$ cat src/rtl/pot_timer_pkg.sv
package pot_timer_pkg;
  typedef enum logic {
    SRC_LOCAL  = 1'b0,
    SRC_REMOTE = 1'b1
  } pot_src_e;
endpackage

$ cat src/rtl/pot_edge_sync.sv
module pot_edge_sync #(
  parameter int NCH         = 3,
  parameter int SYNC_STAGES = 2
) (
  input  logic           clk_i,
  input  logic           rst_ni,
  input  logic [NCH-1:0] cmp_i,
  output logic [NCH-1:0] rise_o
);
  localparam int LastIdx = SYNC_STAGES;

  for (genvar g = 0; g < NCH; g++) begin : g_ch
    // stages 0..SYNC_STAGES-1 synchronise, the last one is the edge history
    logic [LastIdx:0] sh_q;
    always_ff @(posedge clk_i or negedge rst_ni) begin
      if (!rst_ni) sh_q <= '0;
      else         sh_q <= {sh_q[LastIdx-1:0], cmp_i[g]};
    end
    assign rise_o[g] = sh_q[LastIdx-1] & ~sh_q[LastIdx];
  end
endmodule

$ cat src/rtl/pot_field_ctrl.sv
module pot_field_ctrl
  import pot_timer_pkg::*;
(
  input  logic     clk_i,
  input  logic     rst_ni,
  input  logic     vsync_i,
  input  logic     slave_en_i,
  output logic     vs_rise_o,
  output pot_src_e mux_sel_o
);
  logic     vs_q;
  pot_src_e sel_q;

  assign vs_rise_o = vsync_i & ~vs_q;

  always_ff @(posedge clk_i or negedge rst_ni) begin
    if (!rst_ni) begin
      vs_q  <= 1'b0;
      sel_q <= SRC_LOCAL;
    end else begin
      vs_q <= vsync_i;
      if (vs_rise_o) sel_q <= slave_en_i ? pot_src_e'(~sel_q) : SRC_LOCAL;
    end
  end

  assign mux_sel_o = sel_q;


  sel_toggle_chk: assert property (@(posedge clk_i) disable iff (!rst_ni)
    (vs_rise_o && slave_en_i) |=> (sel_q != $past(sel_q)));

  sel_local_chk: assert property (@(posedge clk_i) disable iff (!rst_ni)
    (vs_rise_o && !slave_en_i) |=> (sel_q == SRC_LOCAL));

  sel_hold_chk: assert property (@(posedge clk_i) disable iff (!rst_ni)
    !vs_rise_o |=> $stable(sel_q));
endmodule

$ cat src/rtl/pot_chan.sv
module pot_chan
  import pot_timer_pkg::*;
#(
  parameter int LINE_W = 9
) (
  input  logic              clk_i,
  input  logic              rst_ni,
  input  logic              vs_rise_i,
  input  logic              rise_i,
  input  logic              ack_i,
  input  logic [LINE_W-1:0] line_i,
  input  pot_src_e          src_i,
  output logic              pend_o,
  output logic [LINE_W-1:0] line_o,
  output pot_src_e          src_o
);
  logic              armed_q, pend_q, trip;
  logic [LINE_W-1:0] line_q;
  pot_src_e          src_q;

  // an edge in the arming cycle belongs to the old field and is dropped
  assign trip = armed_q & rise_i & ~vs_rise_i;

  always_ff @(posedge clk_i or negedge rst_ni) begin
    if (!rst_ni) begin
      armed_q <= 1'b0;
      pend_q  <= 1'b0;
      line_q  <= '0;
      src_q   <= SRC_LOCAL;
    end else begin
      if (vs_rise_i) armed_q <= 1'b1;
      else if (trip) armed_q <= 1'b0;
      if (trip)       pend_q <= 1'b1;
      else if (ack_i) pend_q <= 1'b0;
      if (trip) begin
        line_q <= line_i;
        src_q  <= src_i;
      end
    end
  end

  assign pend_o = pend_q;
  assign line_o = line_q;
  assign src_o  = src_q;


  one_shot_chk: assert property (@(posedge clk_i) disable iff (!rst_ni)
    $rose(pend_q) |-> $past(armed_q));

  pend_clear_chk: assert property (@(posedge clk_i) disable iff (!rst_ni)
    $fell(pend_q) |-> $past(ack_i));

  latch_hold_chk: assert property (@(posedge clk_i) disable iff (!rst_ni)
    (!armed_q) |=> $stable(line_q));
endmodule

$ cat src/rtl/pot_ramp_timer.sv
module pot_ramp_timer
  import pot_timer_pkg::*;
#(
  parameter int NCH         = 3,
  parameter int LINE_W      = 9,
  parameter int SYNC_STAGES = 2
) (
  input  logic                  clk_i,
  input  logic                  rst_ni,
  input  logic                  vsync_i,
  input  logic                  slave_en_i,
  input  logic [LINE_W-1:0]     line_i,
  input  logic [NCH-1:0]        cmp_i,
  input  logic                  ack_we_i,
  input  logic [NCH-1:0]        ack_mask_i,
  output logic                  irq_o,
  output logic [NCH-1:0]        pend_o,
  output logic [NCH*LINE_W-1:0] lat_line_o,
  output logic [NCH-1:0]        lat_src_o,
  output logic                  mux_sel_o
);
  logic           vs_rise;
  pot_src_e       sel;
  logic [NCH-1:0] rise;

  pot_field_ctrl u_field (
    .clk_i      (clk_i),
    .rst_ni     (rst_ni),
    .vsync_i    (vsync_i),
    .slave_en_i (slave_en_i),
    .vs_rise_o  (vs_rise),
    .mux_sel_o  (sel)
  );

  pot_edge_sync #(.NCH(NCH), .SYNC_STAGES(SYNC_STAGES)) u_sync (
    .clk_i  (clk_i),
    .rst_ni (rst_ni),
    .cmp_i  (cmp_i),
    .rise_o (rise)
  );

  for (genvar g = 0; g < NCH; g++) begin : g_chan
    pot_src_e src;
    pot_chan #(.LINE_W(LINE_W)) u_chan (
      .clk_i     (clk_i),
      .rst_ni    (rst_ni),
      .vs_rise_i (vs_rise),
      .rise_i    (rise[g]),
      .ack_i     (ack_we_i & ack_mask_i[g]),
      .line_i    (line_i),
      .src_i     (sel),
      .pend_o    (pend_o[g]),
      .line_o    (lat_line_o[g*LINE_W +: LINE_W]),
      .src_o     (src)
    );
    assign lat_src_o[g] = src;
  end

  assign irq_o     = |pend_o;
  assign mux_sel_o = sel;


  reset_state_chk: assert property (@(posedge clk_i)
    !rst_ni |=> (pend_o == '0 || !rst_ni));
endmodule

$ cat config.mk
export PLATFORM = sky130hd
export DESIGN_NAME = pot_ramp_timer
export DESIGN_NICKNAME = d
export VERILOG_FILES = /design/src/rtl/pot_timer_pkg.sv /design/src/rtl/pot_edge_sync.sv /design/src/rtl/pot_field_ctrl.sv /design/src/rtl/pot_chan.sv /design/src/rtl/pot_ramp_timer.sv
export SDC_FILE = /design/constraint.sdc
export NUM_CORES = 1
export LEC_CHECK = 0
export BUFFER_PORTS_ARGS = -buffer_cell sky130_fd_sc_hd__buf_2
export CORE_MARGIN = 10
export CORE_UTILIZATION = 40
export DETAILED_ROUTE_END_ITERATION = 10
export PLACE_DENSITY = 0.6
export SETUP_SLACK_MARGIN = 0.3
export SYNTH_ARGS = -nofsm -noshare
export SYNTH_HDL_FRONTEND = slang
export SYNTH_HIERARCHICAL = 1
export SYNTH_SLANG_ARGS = --single-unit
$ cat constraint.sdc
create_clock -name clk_i -period 3.6 [get_ports clk_i]
set_input_delay 0.18 -clock clk_i [delete_from_list [all_inputs] [get_ports clk_i]]
set_output_delay 0.18 -clock clk_i [all_outputs]
set_load 0.02 [all_outputs]
==> results.py <==
metrics = {
    "run_status": {
        "status": "complete, no violations",
    },
    "drt": {
        "first_iter_violations": 33,
        "met3WireLength_um": 446,
        "ant_nets": 0,
        "met2WireLength_mm": 1.74,
        "met1Wirelength_mm": 1.57,
        "num_vias": 1037,
        "firstDrtPassIters": 4,
        "totalWireLength_mm": 3.79,
        "top_layer_used": "met4",
        "vias_per_cell": 4.76,
        "routedWlPerCell_um": 17.4,
        "drc": 0,
    },
    "die": {
        "die-height_um": 88.8,
        "core_um2": 4470,
        "start_util_pct": 42.3,
        "pin_count": 55,
        "die_area_um2": 7880,
        "row_count": 24,
        "die_width_um": 88.8,
    },
    "synthesis": {
        "synth_cell_types": 13,
        "synth_cells": 108,
        "ys_ff_latch": 47,
        "syn-num-nets": 128,
        "avgSynthCellArea_um2": 17.5,
        "seq_area_frac_synth_pct": 62.1,
        "yosysWarnings": 6,
        "synth_area_um2": 1890,
    },
    "timing": {
        "tightest_slew_ps": 996,
        "rsz0062_at_grt": "no",
        "hold_ws_ps": 14.2,
        "final-setup-viol-count": 0,
        "fin_crit_sh_pct": 38.6,
        "max_slew_margin_pct": 33.6,
        "fin_tns_setup_ps": 0,
        "hold_violations": 0,
        "fin_crit_ps": 1390,
        "slew_violations": 0,
        "finClkSkew_ps": 7.55,
        "max_freq_mhz": 721,
    },
    "critical_path": {
        "cp.buffers_inverters": 1,
        "slowest_delay_ps": 390,
        "required_ps": 3420,
        "arrival_ps": 1210,
        "worst_setup_path_end_kind": "output pin",
        "path_cells": "or3_1 -> buf_2",
        "path_class": "reg -> out",
        "crit_slowest_cell": "dfrtp_1",
        "start_kind": "register",
        "worstPathMaxFanout": 3,
        "crit_family": "flip-flops",
    },
    "placement": {
        "place.gp.congestion": 0.790,
        "io_buffers": 54,
    },
    "flow_run": {
        "maxCapViolations": 0,
    },
    "clocking": {
        "cts_buffers": 5,
        "root_buffer": "clkbuf_8",
        "clk_pin_slew_ps": 80,
        "cts.htree.levels": 2,
        "clk_latency_ps": 300,
        "tritoncts": "built",
        "post_cts_buffers": 0,
        "cts_max_path_buffers": 2,
        "ctsResizeCount": 0,
        "cts_sinks": 47,
    },
    "grt": {
        "grt_usage_pct": 10.3,
        "grt_pass1_wl_mm": 6.07,
        "grt_overflow_total": 0,
        "antenna_found_initial": 0,
        "grt_start_max_net_pins": 48,
        "grt_pass1_vias": 1140,
    },
    "layout": {
        "layout_common_cells": "54 x buf_2, 47 x dfrtp_1, 28 x mux2_4",
        "nets": 186,
        "areaGrowthSynthToFinish_pct": 21.0,
        "diodes": 0,
        "drive_gt1_share_pct": 59.6,
        "final_common_cell": "buf_2",
    },
    "power_and_ir_drop": {
        "p_leak_nw": 1.24,
        "vdd_drop_max_uv": 252,
        "p_per_area_nw_per_um2": 643,
    },
    "worst_hold_path": {
        "hp-class": "in -> reg",
    },
}
## synthesized netlist by cell type
library cell / n / area [um^2]
dfrtp_1: 47 / 1180
mux2_4: 28 / 420
inv_1: 6 / 22.5
nor2b_4: 4 / 55.1
a21o_1: 3 / 22.5
and2_1: 3 / 18.8
buf_4: 3 / 22.5
buf_6: 3 / 33.8
mux2_2: 3 / 33.8
nand3b_4: 3 / 60.1
o21ai_0: 3 / 15.0
nor2b_1: 1 / 6.26
or3_1: 1 / 6.26
## worst paths after layout
kind	startpoint	endpoint	slack, ps	depth (start not counted)
worst max-delay path	g_chan[1].u_chan/pend_o	irq_o	2210	2
worst max register to register	u_field/vs_q	g_chan[2].u_chan/line_o[3]	2220	3
max in group asynchronous	rst_ni	u_field/vs_q	2940	1
worst min register to register	u_sync/g_ch[1].sh_q[0]	u_sync/g_ch[1].sh_q[1]	350	0
min in group asynchronous	rst_ni	g_chan[0].u_chan/line_o[1]	40	1
worst min-delay path	vsync_i	u_field/vs_q	10	1
## through the flow
stage / cells / instance area [um^2] / total power, W / setup slack, ps / utilization, %
global placement: 208 / 2170 / 0.00117 / 2250 / 48.5
detailed placement: 208 / 2170 / 0.00118 / 2200 / 48.5
CTS: 218 / 2290 / 0.00150 / 2200 / 51.2
finish: 218 / 2290 / 0.00147 / 2210 / 51.2
global route: 218 / 2290 / 0.00155 / 2160 / 51.2
floorplan: 108 / 1890 / 0.00103 / 2320 / -
## final cells by class
type | count | area [um^2]
timing repair buffer | 57 | 300
inverter | 6 | 22.5
tap | 52 | 65.1
clock buffer | 6 | 82.6
fill | 374 | 2180
multi-input combinational | 49 | 638
clock inverter | 1 | 5.00
sequential | 47 | 1180
## what timing repair did
action                     4_1_cts  5_1_grt
hold endpoints to repair         3        0
setup endpoints to repair        0        0
hold buffers                     3        0
## layer usage
metal	up-vias	GRT usage, %
li1	473	-
met1	519	12.4
met2	40	15.3
met3	5	5.42
met4	0	3.52
met5	-	0
## power breakdown
group / internal, W / leakage [nW] / switching [W]
Combinational: 0.000216 / 0.639 / 0.000239
Sequential: 0.000638 / 0.558 / 0.0000678
Clock: 0.000151 / 0.0470 / 0.000160
Total: 0.00100 / 1.24 / 0.000467
## state kept, by name, indices dropped and copies added (netlist names)
register / cells
u_field/mux_sel_o: 1
g_chan.u_chan/src_o: 3
g_chan.u_chan/armed_q: 3
g_chan.u_chan/line_o: 27
u_sync/g_ch.sh_q: 9
g_chan.u_chan/pend_o: 3
u_field/vs_q: 1
## cells by family after synthesis
group | count (synthesis) | share of synthesized area, %
AO/OA/AOI/OAI | 6 | 1.98
multiplexers | 31 | 24.0
buffers and inverters | 12 | 4.16
flip-flops | 47 | 62.1
AND/OR/NAND/NOR | 12 | 7.73
Power figures use the tool's default switching activity.
